### config.mk
export PLATFORM = sky130hd
export DESIGN_NAME = tick_timer_bank
export DESIGN_NICKNAME = d
export VERILOG_FILES = /design/src/rtl/tick_timer_pkg.sv /design/src/rtl/tmr_prescaler.sv /design/src/rtl/tmr_channel.sv /design/src/rtl/tick_timer_bank.sv
export SDC_FILE = /design/constraint.sdc
export NUM_CORES = 1
export LEC_CHECK = 0
export BUFFER_PORTS_ARGS = -buffer_cell sky130_fd_sc_hd__buf_2
export CORE_MARGIN = 3
export CORE_UTILIZATION = 55
export CTS_CLUSTER_SIZE = 8
export DETAILED_ROUTE_END_ITERATION = 6
export GPL_ROUTABILITY_DRIVEN = 0
export PLACE_DENSITY = 0.81
export SYNTH_ARGS = -nofsm -noshare
export SYNTH_HDL_FRONTEND = slang
export SYNTH_HIERARCHICAL = 1
export SYNTH_SLANG_ARGS = --single-unit
### constraint.sdc
create_clock -name clk -period 15.8 [get_ports clk]
set_clock_uncertainty 0.2 [all_clocks]
set_input_delay 0.79 -clock clk [delete_from_list [all_inputs] [get_ports clk]]
set_output_delay 0.79 -clock clk [all_outputs]
set_load 0.05 [all_outputs]
### src/rtl/tick_timer_pkg.sv
package tick_timer_pkg;

  localparam int DATA_W   = 32;
  localparam int PRE_W    = 3;

  // register offsets
  localparam int OFS_IE    = 'h00;
  localparam int OFS_ST    = 'h04;
  localparam int CH_BASE   = 'h10;
  localparam int CH_STRIDE = 'h10;
  localparam int SUB_CTRL  = 'h0;
  localparam int SUB_INTV  = 'h4;
  localparam int SUB_CNT   = 'h8;

  // control bit positions
  localparam int CTL_EN  = 0;
  localparam int CTL_RLD = 1;
  localparam int CTL_SRC = 2;
  localparam int CTL_PRE = 4;
  localparam int CTL_OS  = 7;

  typedef struct packed {
    logic             oneshot;
    logic [PRE_W-1:0] pre;
    logic [1:0]       src;
    logic             en;
  } chan_cfg_t;

endpackage

### src/rtl/tmr_prescaler.sv
module tmr_prescaler #(
  parameter int SEL_W = 3
) (
  input  logic             clk,
  input  logic             rst_n,
  input  logic             clr,
  input  logic             run,
  input  logic             src_tick,
  input  logic [SEL_W-1:0] sel,
  output logic             div_tick
);
  localparam int DIV_W = (1 << SEL_W) - 1;

  logic [DIV_W-1:0] cnt_q, cnt_d, mask;
  logic             step;

  always_comb begin
    for (int i = 0; i < DIV_W; i++) mask[i] = (i < int'(sel));
  end

  assign step     = src_tick & run;
  assign div_tick = step & ((cnt_q & mask) == mask);

  always_comb begin
    cnt_d = cnt_q;
    if (clr)       cnt_d = '0;
    else if (step) cnt_d = cnt_q + DIV_W'(1);
  end

  always_ff @(posedge clk or negedge rst_n) begin
    if (!rst_n) cnt_q <= '0;
    else        cnt_q <= cnt_d;
  end

endmodule

### src/rtl/tmr_channel.sv
module tmr_channel
  import tick_timer_pkg::*;
#(
  parameter int CNT_W       = 32,
  parameter int DRAIN_TICKS = 2
) (
  input  logic              clk,
  input  logic              rst_n,
  input  logic              src_tick,
  input  logic              ctrl_we,
  input  logic              intv_we,
  input  logic [DATA_W-1:0] wdata,
  output chan_cfg_t         cfg_o,
  output logic [CNT_W-1:0]  intv_o,
  output logic [CNT_W-1:0]  count_o,
  output logic              zero_hit
);
  localparam int DRN_W = $clog2(DRAIN_TICKS + 1);

  chan_cfg_t        cfg_q, cfg_d;
  logic [CNT_W-1:0] cnt_q, cnt_d, intv_q, intv_d;
  logic             act_q, act_d;
  logic [DRN_W-1:0] drn_q, drn_d;
  logic             pclr, dtick, hit;

  tmr_prescaler #(.SEL_W(PRE_W)) u_pre (
    .clk      (clk),
    .rst_n    (rst_n),
    .clr      (pclr),
    .run      (act_q),
    .src_tick (src_tick),
    .sel      (cfg_q.pre),
    .div_tick (dtick)
  );

  assign pclr = ctrl_we & wdata[CTL_RLD];

  always_comb begin
    cfg_d  = cfg_q;
    cnt_d  = cnt_q;
    intv_d = intv_q;
    act_d  = act_q;
    drn_d  = drn_q;
    hit    = 1'b0;
    if (intv_we) intv_d = wdata[CNT_W-1:0];
    if (ctrl_we) begin
      cfg_d.en      = wdata[CTL_EN];
      cfg_d.src     = wdata[CTL_SRC +: 2];
      cfg_d.pre     = wdata[CTL_PRE +: PRE_W];
      cfg_d.oneshot = wdata[CTL_OS];
      if (wdata[CTL_RLD]) cnt_d = intv_q;
      if (wdata[CTL_EN]) begin
        act_d = 1'b1;
        drn_d = '0;
      end else if (act_q && drn_q == '0) begin
        drn_d = DRN_W'(DRAIN_TICKS);
      end
    end else begin
      if (dtick) begin
        if (cnt_q == CNT_W'(1)) hit = 1'b1;
        if (cfg_q.oneshot && cnt_q <= CNT_W'(1)) begin
          cnt_d    = '0;
          cfg_d.en = 1'b0;
          act_d    = 1'b0;
          drn_d    = '0;
        end else if (cnt_q == '0) begin
          cnt_d = intv_q;
        end else begin
          cnt_d = cnt_q - CNT_W'(1);
        end
      end
      if (src_tick && drn_q != '0 && act_d) begin
        if (drn_q == DRN_W'(1)) act_d = 1'b0;
        drn_d = drn_q - DRN_W'(1);
      end
    end
  end

  always_ff @(posedge clk or negedge rst_n) begin
    if (!rst_n) begin
      cfg_q  <= '0;
      cnt_q  <= '0;
      intv_q <= '0;
      act_q  <= 1'b0;
      drn_q  <= '0;
    end else begin
      cfg_q  <= cfg_d;
      cnt_q  <= cnt_d;
      intv_q <= intv_d;
      act_q  <= act_d;
      drn_q  <= drn_d;
    end
  end

  assign cfg_o    = cfg_q;
  assign intv_o   = intv_q;
  assign count_o  = cnt_q;
  assign zero_hit = hit;

  // reload write lands the interval in the counter
  p_reload_r4: assert property (@(posedge clk) disable iff (!rst_n)
    (ctrl_we && wdata[CTL_RLD]) |=> (cnt_q == $past(intv_q)));

  // running count drops by exactly one per divided tick
  p_dec_r5: assert property (@(posedge clk) disable iff (!rst_n)
    (dtick && !ctrl_we && cnt_q > CNT_W'(1)) |=> (cnt_q == $past(cnt_q) - CNT_W'(1)));

  // one-shot stop clears enable and parks at zero
  p_oneshot_stop_r7: assert property (@(posedge clk) disable iff (!rst_n)
    (dtick && !ctrl_we && cfg_q.oneshot && cnt_q == CNT_W'(1)) |=> (!cfg_q.en && cnt_q == '0));

  // a halted channel never moves on its own
  p_halted_r11: assert property (@(posedge clk) disable iff (!rst_n)
    (!act_q && !ctrl_we) |=> $stable(cnt_q));

  // running with enable low is only allowed inside the drain window
  p_drain_bound_r11: assert property (@(posedge clk) disable iff (!rst_n)
    (act_q && !cfg_q.en) |-> (drn_q != '0));

endmodule

### src/rtl/tick_timer_bank.sv
module tick_timer_bank
  import tick_timer_pkg::*;
#(
  parameter int NCH         = 2,
  parameter int ADDR_W      = 8,
  parameter int CNT_W       = 32,
  parameter int DRAIN_TICKS = 2
) (
  input  logic              clk,
  input  logic              rst_n,
  input  logic              src_tick,
  input  logic [ADDR_W-1:0] bus_addr,
  input  logic              bus_we,
  input  logic [DATA_W-1:0] bus_wdata,
  output logic [DATA_W-1:0] bus_rdata,
  output logic              irq
);
  localparam logic [ADDR_W-1:0] A_IE = ADDR_W'(OFS_IE);
  localparam logic [ADDR_W-1:0] A_ST = ADDR_W'(OFS_ST);

  // reset: asserted asynchronously, released on the clock
  logic [1:0] rst_sync_q;
  logic       rst_i_n;

  always_ff @(posedge clk or negedge rst_n) begin
    if (!rst_n) rst_sync_q <= 2'b00;
    else        rst_sync_q <= {rst_sync_q[0], 1'b1};
  end
  assign rst_i_n = rst_sync_q[1];

  logic [NCH-1:0]   ie_q, ie_d, st_q, st_d, hit, ctrl_we, intv_we, st_clr;
  chan_cfg_t        cfg  [NCH];
  logic [CNT_W-1:0] intv [NCH];
  logic [CNT_W-1:0] cnt  [NCH];

  generate
    for (genvar c = 0; c < NCH; c++) begin : g_ch
      localparam logic [ADDR_W-1:0] A_CTRL = ADDR_W'(CH_BASE + CH_STRIDE * c + SUB_CTRL);
      localparam logic [ADDR_W-1:0] A_INTV = ADDR_W'(CH_BASE + CH_STRIDE * c + SUB_INTV);

      assign ctrl_we[c] = bus_we && (bus_addr == A_CTRL);
      assign intv_we[c] = bus_we && (bus_addr == A_INTV);

      tmr_channel #(
        .CNT_W       (CNT_W),
        .DRAIN_TICKS (DRAIN_TICKS)
      ) u_ch (
        .clk      (clk),
        .rst_n    (rst_i_n),
        .src_tick (src_tick),
        .ctrl_we  (ctrl_we[c]),
        .intv_we  (intv_we[c]),
        .wdata    (bus_wdata),
        .cfg_o    (cfg[c]),
        .intv_o   (intv[c]),
        .count_o  (cnt[c]),
        .zero_hit (hit[c])
      );

      // a 1->0 step always leaves the status bit set
      p_status_set_r8: assert property (@(posedge clk) disable iff (!rst_i_n)
        hit[c] |=> st_q[c]);

      // write-one-to-clear takes effect when no new event races it
      p_w1c_r9: assert property (@(posedge clk) disable iff (!rst_i_n)
        (bus_we && bus_addr == A_ST && bus_wdata[c] && !hit[c]) |=> !st_q[c]);
    end
  endgenerate

  assign st_clr = (bus_we && bus_addr == A_ST) ? bus_wdata[NCH-1:0] : '0;

  always_comb begin
    ie_d = ie_q;
    if (bus_we && bus_addr == A_IE) ie_d = bus_wdata[NCH-1:0];
    st_d = (st_q & ~st_clr) | hit;
  end

  always_ff @(posedge clk or negedge rst_i_n) begin
    if (!rst_i_n) begin
      ie_q <= '0;
      st_q <= '0;
    end else begin
      ie_q <= ie_d;
      st_q <= st_d;
    end
  end

  assign irq = |(st_q & ie_q);

  always_comb begin
    bus_rdata = '0;
    if (bus_addr == A_IE) bus_rdata = DATA_W'(ie_q);
    if (bus_addr == A_ST) bus_rdata = DATA_W'(st_q);
    for (int c = 0; c < NCH; c++) begin
      if (bus_addr == ADDR_W'(CH_BASE + CH_STRIDE * c + SUB_CTRL))
        bus_rdata = DATA_W'({cfg[c].oneshot, cfg[c].pre, cfg[c].src, 1'b0, cfg[c].en});
      if (bus_addr == ADDR_W'(CH_BASE + CH_STRIDE * c + SUB_INTV))
        bus_rdata = DATA_W'(intv[c]);
      if (bus_addr == ADDR_W'(CH_BASE + CH_STRIDE * c + SUB_CNT))
        bus_rdata = DATA_W'(cnt[c]);
    end
  end

  // no interrupt without an enabled pending channel
  p_irq_cause_r10: assert property (@(posedge clk) disable iff (!rst_i_n)
    irq |-> ((st_q & ie_q) != '0));

endmodule

Yosys cells after proc, flatten, opt, wreduce, memory -nomap -nowiden
Index checks and enable logic that the tools add are counted.

operators by class
  bitwise gates (word level) = 12
  $add $sub $neg = 6
  multiplexer cells = 60
  equal/unequal tests = 19
  magnitude comparators = 16
  reductions and logical operators = 38

operator list
  kind                                                        number
  two-way mux 32 bit                                          15
  == test 32 x 1 -> 1 bit (second input constant)             2
  <= comparator 32 x 1 -> 1 bit (second input constant)       2
  zero test 32 bit                                            2
  subtractor 32 x 1 -> 32 bit (second input constant)         2
  two-way mux 2 bit                                           15
  two-way mux 7 bit                                           4
  two-way mux 1 bit                                           25
  == test 8 x 5 -> 1 bit (second input constant)              3
  == test 8 x 6 -> 1 bit (second input constant)              3
  less-than comparator 3 bit (first input constant)           6
  nonzero test 2 bit                                          8
  adder 7 x 1 -> 7 bit (second input constant)                2
  bitwise AND 7 bit                                           2
  == test 7 bit                                               2
  logical AND 1 bit                                           14
  less-than comparator 1 x 3 -> 1 bit (first input constant)  4
  less-than comparator 2 x 3 -> 1 bit (first input constant)  4
  nonzero test 3 bit                                          4
  == test 8 x 3 -> 1 bit (second input constant)              1
  zero test 8 bit                                             1
  two-way mux 8 bit                                           1
  != test 2 bit (second input constant)                       4
  AND reduction 2 bit                                         4
  10 further kinds                                            21

storage, ports and cells
  word-level logic and storage cells = 172
  flip-flop bits (word level) = 168
  output and inout bits = 33

Depth between registers and ports, before layout
Gate-level depths: netlist (run 1).

  depth in word-level cells = 9
  mapped depth = 13

By module
Netlist (run 1), hierarchy kept.

by module, submodules not included
  module                      instances  area an instance (µm²)  cells an instance  sequential area each (µm²)
  tmr_channel (g_ch[1].u_ch)  1          4146.5                  414                1851.8
  tmr_channel (g_ch[0].u_ch)  1          3838.7                  369                1851.8
  tick_timer_bank             1          1541.5                  229                150.1
  tmr_prescaler               2          372.9                   43                 175.2

Worst setup path after synthesis (run 1)
No wires, ideal clock.

  kind = input port to output port
  from = in bus_addr[4]
  to = out bus_rdata[0]
  data required time = 14810 ps
  arrival time = 2558 ps
  path buffers = 1
  cell stages on the path = 5
  setup slack = 12252 ps
  path through = buf_2 nor4b_2 nand2_1 o22a_1 a21oi_1

on the way
  longest elaborated chain between the ends = 9
  elaborated cells on any way between the ends = 16
  classes of those cells = 7 x eq/ne; 8 x mux; 1 x reduce/logical

RTL lines
  item                    line                   source
  start, declared         tick_timer_bank.sv:12  input logic [ADDR_W-1:0] bus_addr,
  zero test 8 bit         tick_timer_bank.sv:92  if (bus_addr == A_IE) bus_rdata = DATA_W'(ie_q);
  two-way mux 2 bit       tick_timer_bank.sv:92
  two-way mux 2 bit       tick_timer_bank.sv:93  if (bus_addr == A_ST) bus_rdata = DATA_W'(st_q);
  two-way mux 8 bit       tick_timer_bank.sv:95  if (bus_addr == ADDR_W'(CH_BASE + CH_STRIDE * c + SUB_CTRL))
  two-way mux 32 bit      tick_timer_bank.sv:97  if (bus_addr == ADDR_W'(CH_BASE + CH_STRIDE * c + SUB_INTV))
  two-way mux 32 bit      tick_timer_bank.sv:99  if (bus_addr == ADDR_W'(CH_BASE + CH_STRIDE * c + SUB_CNT))
  two-way mux 32 bit      tick_timer_bank.sv:95
  two-way mux 32 bit      tick_timer_bank.sv:97
  two-way mux 32 bit (*)  tick_timer_bank.sv:99
  end, declared           tick_timer_bank.sv:15  output logic [DATA_W-1:0] bus_rdata,

Every way passes the cells marked *; elsewhere a longest branch is shown, timed or not.

Worst setup path after layout (run 1)
  from = in bus_addr[2]
  to = out bus_rdata[8]

on the way
  longest elaborated chain between the ends = 6
  elaborated cells on any way between the ends = 10
  classes of those cells = 5 x eq/ne; 5 x mux

RTL lines
  item                    line
  == test 8 x 5 -> 1 bit  tick_timer_bank.sv:97
  two-way mux 32 bit      tick_timer_bank.sv:97
  two-way mux 32 bit      tick_timer_bank.sv:99
  two-way mux 32 bit      tick_timer_bank.sv:95
  two-way mux 32 bit      tick_timer_bank.sv:97
  two-way mux 32 bit (*)  tick_timer_bank.sv:99

Marked as above.

==> results.md, run 1 <==
- Setup TNS: 0 ns
- Vias per cell: 7.017
- Worst IR Drop VDD: 0.07310 mV
- Synth-to-Final Area Change: 10.65%
- Maximum clock frequency: 232.3 MHz
- Largest cells by area after synthesis: dfrtp_1 (41%), mux2_2 (8.7%), nand2_1 (4.0%)
- Layout cells sized above 1: 0.2002
- Hold depth: 0
- H-tree depth: 4
- Synth cell types: 88
- Routed vias: 9740
- Cell count after synthesis: 1098
- Initial Utilization: 0.5661
- Critical path data required time: 14.81 ns
- NetSw: 275.2 uW
- Synth Flop Type: dfrtp_1
- Pwr dens: 90.01 mW/mm^2
- Largest net degree at the start of global routing: 85
- Crit share post-route: 0.2725
- Tmin final: 4.306 ns
- Hold Path End: rst_sync_q[1]$_DFF_PN0_
- First DRT Iteration DRCs: 1189
- WP data arrival: 3.32 ns
- Detail Placement HPWL: 22610 um
- Crit. End Element: primary output
- Combinational Power Share: 0.115
- R2R setup slack: 12.01 ns
- Switch share: 0.2690
- Commonest cells in the netlist: dfrtp_1 (168), nand2_1 (110), mux2_2 (79)
- Power consumption: 1023 uW
- DRT antenna net count: 0
- Slew Limit Fails: 0
- Clk_lat worst skew: 0.42 ns
- Hold Startpoint: rst_sync_q[0]$_DFF_PN0_
- Clk slew on worst S/H paths: 0.06 ns
- Buffers on Ports: 76
- Clock sinks: 168
- Internal power: 747.9 uW
- Mapped Area: 0.01027 mm^2
- Final wirelength: 32530 um
- Ports: 77
- Multi-input gate area: 0.005728 mm^2
- Cell accounting for the most synthesized area: dfrtp_1
- CP max FO: 24
- Hold WC Path Type: register to register
- Status: completed
- Drt pass-1 iters: 6
- FF-to-FF path depth: 6
- Clock power share: 0.406
- Die area: 0.02035 mm^2
- Initial antenna violation count: 0
- Die H: 142.7 um
- CORE AREA: 0.01815 mm^2
- Row cnt: 49
- Final setup vio count: 0
- Yosys warns: 6
- GRT Total Usage: 0.3180
- Clk root buf: clkbuf_16
- Postcts setup bufs: 0
- Mean post-synth cell area: 9.356 um^2
- GRT overflow: 0
- Diodes inserted: 0
- Relative slew slack: 0.2644
- Final net count: 1205
- First-pass GRT wire length: 50700 um
- Top-count cell post-synth: dfrtp_1
- DR DRC count: 0
- Register area: 0.004208 mm^2
- Number of synthesized register bits: 168
- Top cell type's share of synthesized area: 0.4093
- Max clock buf depth: 2
- Syn Nets: 1154
- Fillers: 1525
- CTS Buf Count: 17
- Max Cap Viol: 0
- R2r endpoint: g_ch[0].u_ch/count_o[3]$_DFFE_PN0P_
- Post-synth ARST share: 1.000
- Number of flops mapped to enable cells by yosys: 0
- Crit start category: input port
- Sequential power share: 0.479
- Worst setup path class: input port to primary output
- CTS tree: yes
- Wire per inst: 23.44 um
- Vias in the first global route: 9055
- Final hold violations: 0
- Die width: 142.7 um
- RSZ-0062 raised after global routing: no
- Leak: 0.004811 uW
- Sequential share of the synthesized area: 0.4093
- Worst R2R Start: g_ch[0].u_ch/count_o[27]$_DFFE_PN0P_
- Tightest Pin Transition: 1.103 ns
## final cells by class
cell class / count / area share
Clock buffer: 19 / 0.03897
Clock inverter: 10 / 0.01145
Inverter: 22 / 0.007266
Multi-Input combinational cell: 850 / 0.5040
Sequential cell: 168 / 0.3702
Tap cell: 229 / 0.02521
Timing Repair Buffer: 90 / 0.04293
## state kept, by name, summed over array words and instances (netlist names)
register               count
g_ch.u_ch/act_q            2
g_ch.u_ch/cfg_o           14
g_ch.u_ch/count_o         64
g_ch.u_ch/drn_q            4
g_ch.u_ch/intv_o          64
g_ch.u_ch/u_pre/cnt_q     14
ie_q                       2
rst_sync_q                 2
st_q                       2
## metal layers
layer	vias to the layer above	global-route usage	part of all wire
met5	-	0	0
met4	0	0.1636	0.057
met3	137	0.06564	0.10
met2	675	0.4787	0.45
met1	4651	0.4363	0.39
li1	4277	-	-
## power by group through the flow
stage               combinational, uW  clock, uW  sequential (uW)
global placement                  110          0              496
floorplan                        80.7          0              485
detailed placement                113          0              497
global route                      129        437              494
finish                            118        415              490
CTS                               115        418              490
## through the flow
| stage | area, um^2 | util | std cells | hold WS (ns) | setup WS (ns) |
|---|---|---|---|---|---|
| after global routing | 11370 | 0.6263 | 1388 | 0.1671 | 11.34 |
| after detailed placement | 10780 | 0.5942 | 1358 | 0.1410 | 11.59 |
| after CTS | 11370 | 0.6263 | 1388 | 0.1556 | 11.58 |
| after global placement | 10780 | 0.5942 | 1358 | 0.1382 | 11.70 |
| after floorplan | 10270 | - | 1098 | 0.1312 | 10.57 |
| final | 11370 | 0.6263 | 1388 | 0.1533 | 11.49 |
## critical path, cell delays in order
cell and delay, ns:
buf_2 0.32, nor2b_1 0.59, nand2_1 0.75, o22ai_1 0.38
o21a_1 0.20, buf_2 0.27
## how the worst max path moves through the flow
stage	from	end	slack (ns)	cells past startpoint
after floorplan	rst_sync_q[1]$_DFF_PN0_	g_ch[0].u_ch/act_q$_DFFE_PN0P_	10.57	0
after CTS	bus_addr[2]	bus_rdata[9]	11.58	6
final	bus_addr[2]	bus_rdata[8]	11.49	6
after global routing	bus_addr[2]	bus_rdata[20]	11.34	6
after global placement	bus_addr[2]	bus_rdata[1]	11.70	6
after detailed placement	bus_addr[2]	bus_rdata[9]	11.59	6
## cell usage in the layout (no fill, tap or decap), types with 13 or more instances in the layout
master / n
dfrtp_1: 167
nand2_1: 110
mux2_2: 79
a21oi_1: 77
buf_2: 76
o21ai_0: 70
nor2_1: 64
nor3_1: 53
nand3_1: 32
o22ai_1: 30
o21a_1: 28
a22oi_1: 26
a221o_1: 21
inv_1: 20
nor4_1: 20
clkbuf_16: 17
mux2i_1: 13
and3_1: 13
buf_4: 13
## cells by family (layout without fill, tap and decap cells)
kind of cell | after synthesis | count (layout) | share of synthesized area
fa+ha+maj | 12 | 12 | 0.01462
flops | 168 | 168 | 0.4093
simple gates | 379 | 379 | 0.1951
other cells | 1 | 1 | 0.0003651
xor+xnor | 16 | 16 | 0.01364
mux | 94 | 94 | 0.1015
buf+inv | 80 | 141 | 0.03532
compound gates | 348 | 348 | 0.2302
## what timing repair did
| action | 4_1_cts | 5_1_grt |
|---|---|---|
| hold endpoints to repair | 2 | 0 |
| hold buffers | 1 | 0 |
| gates resized for setup | 0 | 0 |
Note: power is estimated with default switching activity, not from simulation.
==> run 2: changes to the inputs <==
--- a/config.mk
+++ b/config.mk
@@ -5,13 +5,14 @@
 export SDC_FILE = /design/constraint.sdc
 export NUM_CORES = 1
 export LEC_CHECK = 0
+export ABC_AREA = 1
 export BUFFER_PORTS_ARGS = -buffer_cell sky130_fd_sc_hd__buf_2
 export CORE_MARGIN = 3
 export CORE_UTILIZATION = 55
 export CTS_CLUSTER_SIZE = 8
 export DETAILED_ROUTE_END_ITERATION = 6
 export GPL_ROUTABILITY_DRIVEN = 0
-export PLACE_DENSITY = 0.81
+export PLACE_DENSITY = 0.83
 export SYNTH_ARGS = -nofsm -noshare
 export SYNTH_HDL_FRONTEND = slang
 export SYNTH_HIERARCHICAL = 1
==> constraint.sdc (replaced) <==
create_clock -name clk -period 3.88 [get_ports clk]
set_clock_uncertainty 0.2 [all_clocks]
set_input_delay 0.194 -clock clk [delete_from_list [all_inputs] [get_ports clk]]
set_output_delay 0.194 -clock clk [all_outputs]
set_load 0.05 [all_outputs]
==> results.md, run 2 <==
- Synth cell types: 43 (-51%)
- Drt pass-1 iters: 7 (+1)
- Synth-to-Final Area Change: 12.90%
- Synth Flop Type: dfrtp_1
- RSZ-0062 raised after global routing: no
- Die H: 150.7 um (+5.6%)
- Tightest Pin Transition: 0.9502 ns (-0.1532 ns)
- Sequential power share: 0.430 (-0.049)
- Final setup vio count: 0 (unchanged)
- Worst R2R Start: g_ch[1].u_ch/cfg_o[5]$_DFFE_PN0P_
- Final hold violations: 0 (unchanged)
- Top-count cell post-synth: nand2_1
- Crit share post-route: 0.7395
- WP data arrival: 2.99 ns (-0.33 ns)
- R2r endpoint: g_ch[1].u_ch/count_o[6]$_DFFE_PN0P_
- Worst IR Drop VDD: 0.3163 mV (+330%)
- Hold depth: 4 (+4)
- CTS tree: yes
- Combinational Power Share: 0.319 (+0.204)
- Commonest cells in the netlist: nand2_1 (444), nor2_1 (198), dfrtp_1 (168)
- CORE AREA: 0.02043 mm^2 (+13%)
- Yosys warns: 6 (unchanged)
- Multi-input gate area: 0.006432 mm^2 (+12%)
- Crit start category: input port
- Pre-CTS WS: 0.8999 ns (-10.69 ns)
- Die area: 0.02272 mm^2 (+12%)
- Hold Startpoint: src_tick
- Critical path data required time: 4.00 ns (-10.81 ns)
- Cell accounting for the most synthesized area: dfrtp_1
- Clock power share: 0.252 (-0.154)
- CTS Buf Count: 17 (unchanged)
- Wire per inst: 18.39 um (-22%)
- Max clock buf depth: 2 (unchanged)
- Setup TNS: 0 ns (unchanged)
- H-tree depth: 4 (unchanged)
- Largest cells by area after synthesis: dfrtp_1 (36%), nand2_1 (14%), nor2_1 (6.5%)
- Initial antenna violation count: 0 (unchanged)
- Clk root buf: clkbuf_16
- Fillers: 1691 (+11%)
- Max Cap Viol: 0 (unchanged)
- Non-Filler Instances: 1962 (+41%)
- Top cell type's share of synthesized area: 0.3650 (-0.04428)
- Layout cells sized above 1: 0.1921 (-0.008092)
- R2R setup slack: 1.01 ns (-11.00 ns)
- Largest net degree at the start of global routing: 75 (-12%)
- Hold Path End: g_ch[0].u_ch/u_pre/cnt_q[1]$_DFFE_PN0P_
- Hold_ws: 0.02221 ns (-0.1311 ns)
- First-pass GRT wire length: 57460 um (+13%)
- Hold WC Path Type: input port to register
- Mean post-synth cell area: 7.240 um^2 (-23%)
- Switch share: 0.4275 (+0.1586)
- Detail Placement HPWL: 25210 um (+11%)
- Postcts setup bufs: 0 (unchanged)
- Register area: 0.004208 mm^2 (unchanged)
- CP max FO: 32 (+33%)
- Vias per cell: 6.001 (-14%)
- Number of synthesized register bits: 168 (unchanged)
- FF-to-FF path depth: 11 (+5)
- Status: completed
- DR DRC count: 0 (unchanged)
- Initial Utilization: 0.5638 (-0.002234)
- Sequential share of the synthesized area: 0.3650 (-0.04428)
- Number of flops mapped to enable cells by yosys: 0 (unchanged)
- Final wirelength: 36080 um (+11%)
- Placed instance count: 1895 (+40%)
- Maximum clock frequency: 348.5 MHz
- Syn Nets: 1647 (+43%)
- Leak: 0.006314 uW (+31%)
- Final net count: 1735 (+44%)
- DRT antenna net count: 0 (unchanged)
- NetSw: 2940 uW (+970%)
- Internal power: 3937 uW (+430%)
- Die width: 150.7 um (+5.6%)
- Clk_lat worst skew: 0.45 ns (+0.03 ns)
- Diodes inserted: 0 (unchanged)
- Cell count after synthesis: 1591 (+45%)
- Crit. End Element: register
- Tmin final: 2.869 ns
- Slew Limit Fails: 0 (unchanged)
- Cts repair resizes: 0 (unchanged)
- Most common cell after layout, fill and taps aside: nand2_1
- Worst setup margin: 1.011 ns (-10.48 ns)
- Clock sinks: 168 (unchanged)
- Routed vias: 11770 (+21%)
- Vias in the first global route: 11050 (+22%)
- Worst setup path class: input port to register
- Commonest non-fill, non-tap cells in the layout: nand2_1 (444), nor2_1 (197), dfrtp_1 (167)
- First DRT Iteration DRCs: 1662 (+40%)
- Ports: 77 (unchanged)
- Relative slew slack: 0.3651 (+0.1007)
- Buffers on Ports: 76 (unchanged)
- GRT overflow: 0 (unchanged)
- GRT Total Usage: 0.3204 (+0.002342)
- Clk slew on worst S/H paths: 0.08 ns (+0.02 ns)
- Row cnt: 52 (+6.1%)
- Mapped Area: 0.01152 mm^2 (+12%)
- Pwr dens: 528.8 mW/mm^2 (+490%)
- Post-synth ARST share: 1.000 (unchanged)
[run 2: cell count changes after synthesis, moves of 28 or more]
cell / change
nand2_1: +334
nor2_1: +133
inv_1: +115
nand3_1: +60
mux2_2: -53
o21ai_0: +48
nor3_1: -43
nand4_1: +30
o22ai_1: -30
a21oi_2: +29
o211ai_2: +28
o21a_1: -28
[run 2: cells by family after synthesis]
group | synth area share
AO/OA/AOI/OAI | 0.1482
AND/OR/NAND/NOR | 0.3593
adder cells (fa/ha/maj) | 0.01303
buffers and inverters | 0.07810
other | 0.0003256
flip-flops | 0.3650
multiplexers | 0.02542
XOR/XNOR | 0.01065
[run 2: worst max-delay path by stage]
stage / cells after the start / to / slack, ns / startpoint
2_1_floorplan: 0 / g_ch[0].u_ch/act_q$_DFFE_PN0P_ / 0.90 / rst_sync_q[1]$_DFF_PN0_
3_3_place_gp: 13 / g_ch[1].u_ch/count_o[27]$_DFFE_PN0P_ / 1.02 / bus_addr[1]
3_5_place_dp: 13 / g_ch[1].u_ch/count_o[15]$_DFFE_PN0P_ / 0.90 / bus_addr[1]
4_1_cts: 11 / g_ch[1].u_ch/count_o[6]$_DFFE_PN0P_ / 1.01 / g_ch[1].u_ch/cfg_o[5]$_DFFE_PN0P_
5_1_grt: 11 / g_ch[1].u_ch/count_o[6]$_DFFE_PN0P_ / 0.81 / g_ch[1].u_ch/cfg_o[5]$_DFFE_PN0P_
6_report: 11 / g_ch[0].u_ch/count_o[3]$_DFFE_PN0P_ / 1.01 / bus_we
[run 2: cell type report]
class | instances | share of cell area
Timing Repair Buffer | 128 | 0.06696
Clock inverter | 15 | 0.01299
Inverter | 147 | 0.04320
Clock buffer | 17 | 0.03271
Sequential cell | 168 | 0.3236
Tap cell | 270 | 0.02598
Multi-Input combinational cell | 1217 | 0.4946
[run 2: critical path: stages]
cell and delay, ns:
dlygate4sd3_1 0.53, buf_2 0.14, inv_1 0.13, nor3_2 0.56, nand2_1 0.12, buf_4 0.26
nand2_1 0.10, buf_4 0.36, inv_1 0.25, a21oi_1 0.25, a21oi_2 0.09
[run 2: what timing repair did]
| action | 4_1_cts | 5_1_grt |
|---|---|---|
| setup endpoints to repair | 0 | 0 |
| hold buffers | 35 | 0 |
| hold endpoints to repair | 83 | 0 |
[run 2: per-stage QoR]
step,cell area (um^2),power (uW),util
after floorplan,11520,4388,-
after global placement,12060,4910,0.5903
after detailed placement,12060,5025,0.5903
after CTS,13010,6794,0.6366
after global routing,13010,7295,0.6366
final,13010,6877,0.6366
[run 2: layer usage]
layer  global-route usage  up-vias  part of all wire
met4               0.1559        0             0.051
met3              0.07435      172              0.11
li1                     -     5384                 -
met1               0.4247     5436              0.38
met2               0.4956      782              0.46
met5                    0        -                 0
[run 2: power by group through the flow]
stage | Combinational (uW) | Clock (uW) | Sequential (uW)
6_report | 2190 | 1730 | 2960
5_1_grt | 2460 | 1820 | 3010
4_1_cts | 2150 | 1740 | 2900
3_5_place_dp | 2100 | 0 | 2930
3_3_place_gp | 1990 | 0 | 2920
2_1_floorplan | 1720 | 0 | 2670
==> run 3: changes to the inputs <==
--- a/config.mk
+++ b/config.mk
@@ -12,7 +12,7 @@
 export CTS_CLUSTER_SIZE = 8
 export DETAILED_ROUTE_END_ITERATION = 6
 export GPL_ROUTABILITY_DRIVEN = 0
-export PLACE_DENSITY = 0.83
+export PLACE_DENSITY = 0.8
 export SYNTH_ARGS = -nofsm -noshare
 export SYNTH_HDL_FRONTEND = slang
 export SYNTH_HIERARCHICAL = 1
==> constraint.sdc (replaced) <==
create_clock -name clk -period 2.69 [get_ports clk]
set_clock_uncertainty 0.2 [all_clocks]
set_input_delay 0.1345 -clock clk [delete_from_list [all_inputs] [get_ports clk]]
set_output_delay 0.1345 -clock clk [all_outputs]
set_load 0.05 [all_outputs]
==> results.md, run 3 (synthesis gave the netlist of run 2 again) <==
- Pwr dens: 753.6 mW/mm^2 (+43%)
- Status: completed
- CP max FO: 14 (-56%)
- Synth-to-Final Area Change: 14.60%
- Vias in the first global route: 10790 (-2.4%)
- Ports: 77 (unchanged)
- First DRT Iteration DRCs: 1575 (-5.2%)
- Clk slew on worst S/H paths: 0.07 ns (about the same)
- Final Util: 0.6461 (+0.009554)
- Layout cells sized above 1: 0.1995 (+0.007452)
- Critical path data required time: 2.86 ns (-1.14 ns)
- Cell Area, Placed: 0.01224 mm^2 (+1.5%)
- Setup TNS: 0 ns (unchanged)
- Crit. End Element: register
- Hold Startpoint: bus_addr[6]
- Vias per cell: 5.936 (-1.1%)
- Fillers: 1715 (+1.4%)
- Final wirelength: 35930 um (-0.40%)
- Clk root buf: clkbuf_16
- Worst path cell trace: inv_1 > ha_1 > nand2_4 > nor2_4 > nand2_4 > nand2_4 > a21oi_4 > buf_4 > o211ai_2 > a21oi_2
- Crit-path max cell delay: 0.42 ns (-0.14 ns)
- Wire per inst: 18.16 um (-1.3%)
- R2R setup slack: 0.21 ns (-0.80 ns)
- Tightest Pin Transition: 0.8045 ns (-0.1457 ns)
- Max clock buf depth: 2 (unchanged)
- Row cnt: 52 (unchanged)
- Largest net degree at the start of global routing: 53 (-29%)
- Postcts setup bufs: 0 (unchanged)
- Crit share post-route: 0.9217
- CTS Buf Count: 17 (unchanged)
- CORE AREA: 0.02043 mm^2 (unchanged)
- Final hold violations: 0 (unchanged)
- Worst setup path class: register to register
- First-pass GRT wire length: 56700 um (-1.3%)
- Diodes inserted: 0 (unchanged)
- WP data arrival: 2.65 ns (-0.34 ns)
- Final setup vio count: 0 (unchanged)
- Drt pass-1 iters: 7 (unchanged)
- Hold WC Path Type: input port to register
- Initial Utilization: 0.5638 (unchanged)
- Die H: 150.7 um (unchanged)
- Initial antenna violation count: 1 (+1)
- Relative slew slack: 0.4625 (+0.09735)
- Hold Path End: st_q[1]$_DFF_PN0_
- Most common cell after layout, fill and taps aside: nand2_1
- Max Cap Viol: 0 (unchanged)
- Clock sinks: 168 (unchanged)
- Clk_lat worst skew: 0.44 ns (about the same)
- H-tree depth: 4 (unchanged)
- Final Cell Area: 0.01320 mm^2 (+1.5%)
- Worst IR Drop VDD: 0.4751 mV (+50%)
- Placed instance count: 1911 (+0.84%)
- Die width: 150.7 um (unchanged)
- Commonest non-fill, non-tap cells in the layout: nand2_1 (444), nor2_1 (197), dfrtp_1 (167)
- GRT Total Usage: 0.3182 (-0.002165)
- Multi-input gate area: 0.006432 mm^2 (unchanged)
- Slew Limit Fails: 0 (unchanged)
- DRT antenna net count: 0 (unchanged)
- Maximum clock frequency: 403.3 MHz
- Routed vias: 11750 (-0.23%)
- Cts repair resizes: 0 (unchanged)
- RSZ-0062 raised after global routing: no
- Hold depth: 7 (+3)
- Buffers on Ports: 76 (unchanged)
- # hold bufs at CTS: 36 (+2.9%)
- FF-to-FF path depth: 10 (-1)
- Most used cell, CP: nand2_4
- CTS tree: yes
- Die area: 0.02272 mm^2 (unchanged)
- Worst R2R Start: g_ch[0].u_ch/count_o[0]$_DFFE_PN0P_
- DR DRC count: 0 (unchanged)
- Detail Placement HPWL: 25860 um (+2.6%)
- Tmin final: 2.479 ns
- Leak: 0.006409 uW (+1.5%)
- Final net count: 1752 (+0.98%)
- Crit-path slowest cell: dfrtp_1
- Non-Filler Instances: 1979 (+0.87%)
- Register area: 0.004208 mm^2 (unchanged)
- GRT overflow: 0 (unchanged)
- R2r endpoint: g_ch[0].u_ch/count_o[17]$_DFFE_PN0P_
- Crit start category: register
[run 3: changes by cell type in the layout (fill, tap and decap cells not counted), moves of 4 or more]
cell	delta
buf_12	+5
buf_4	+11
inv_6	+4
inv_8	-4
[run 3: metal layers]
layer  vias to the layer above  GRT usage  routed length [um]
met4                         2     0.1528                1692
met3                       142    0.05027                3739
met2                       714     0.4956               16370
met5                         -          0                  13
li1                       5394          -                   -
met1                      5495     0.4352               14120
[run 3: area by class of cell]
type,count,area share
multi-input cells,1217,0.4873
flip-flops and latches,168,0.3188
repair buffers,145,0.08057
inverters,147,0.04256
clock buffers,17,0.03223
well taps,270,0.02559
clock inverters,15,0.01299
[run 3: per-stage QoR]
| step | total power (uW) | hold slack [ns] | setup WS (ns) |
|---|---|---|---|
| 3_3_place_gp | 7134 | -0.2813 | 0.3298 |
| 2_1_floorplan | 6329 | -0.3611 | 0.6904 |
| 4_1_cts | 9854 | 0.04949 | 0.2261 |
| 3_5_place_dp | 7289 | -0.2748 | 0.2628 |
| 6_report | 9947 | 0.05413 | 0.2108 |
| 5_1_grt | 10530 | 0.1152 | 0.07300 |
[run 3: critical path, delay by kind of cell, from the launching register on]
kind	cells	cell delay (ns)
AOI/OAI and AO/OA	3	0.60
and+or+nand+nor	4	0.40
buffers and inverters	2	0.44
adders and majority gates	1	0.34
DFF	1	0.42
[run 3: how the worst max path moves through the flow]
stage / slack (ns) / endpoint / start / depth (start not counted)
2_1_floorplan: 0.69 / g_ch[1].u_ch/u_pre/cnt_q[6]$_DFFE_PN0P_ / bus_addr[1] / 14
3_3_place_gp: 0.33 / g_ch[0].u_ch/count_o[23]$_DFFE_PN0P_ / g_ch[0].u_ch/count_o[0]$_DFFE_PN0P_ / 10
3_5_place_dp: 0.26 / g_ch[0].u_ch/count_o[17]$_DFFE_PN0P_ / g_ch[0].u_ch/count_o[0]$_DFFE_PN0P_ / 10
4_1_cts: 0.23 / g_ch[0].u_ch/count_o[17]$_DFFE_PN0P_ / g_ch[0].u_ch/count_o[0]$_DFFE_PN0P_ / 10
5_1_grt: 0.07 / g_ch[1].u_ch/count_o[7]$_DFFE_PN0P_ / g_ch[1].u_ch/count_o[0]$_DFFE_PN0P_ / 11
6_report: 0.21 / g_ch[0].u_ch/count_o[17]$_DFFE_PN0P_ / g_ch[0].u_ch/count_o[0]$_DFFE_PN0P_ / 10
[run 3: where the power goes]
group | internal [uW] | switching [uW]
combinational | 1340 | 1960
clock | 1330 | 1170
sequential | 3130 | 1020
total | 5800 | 4150
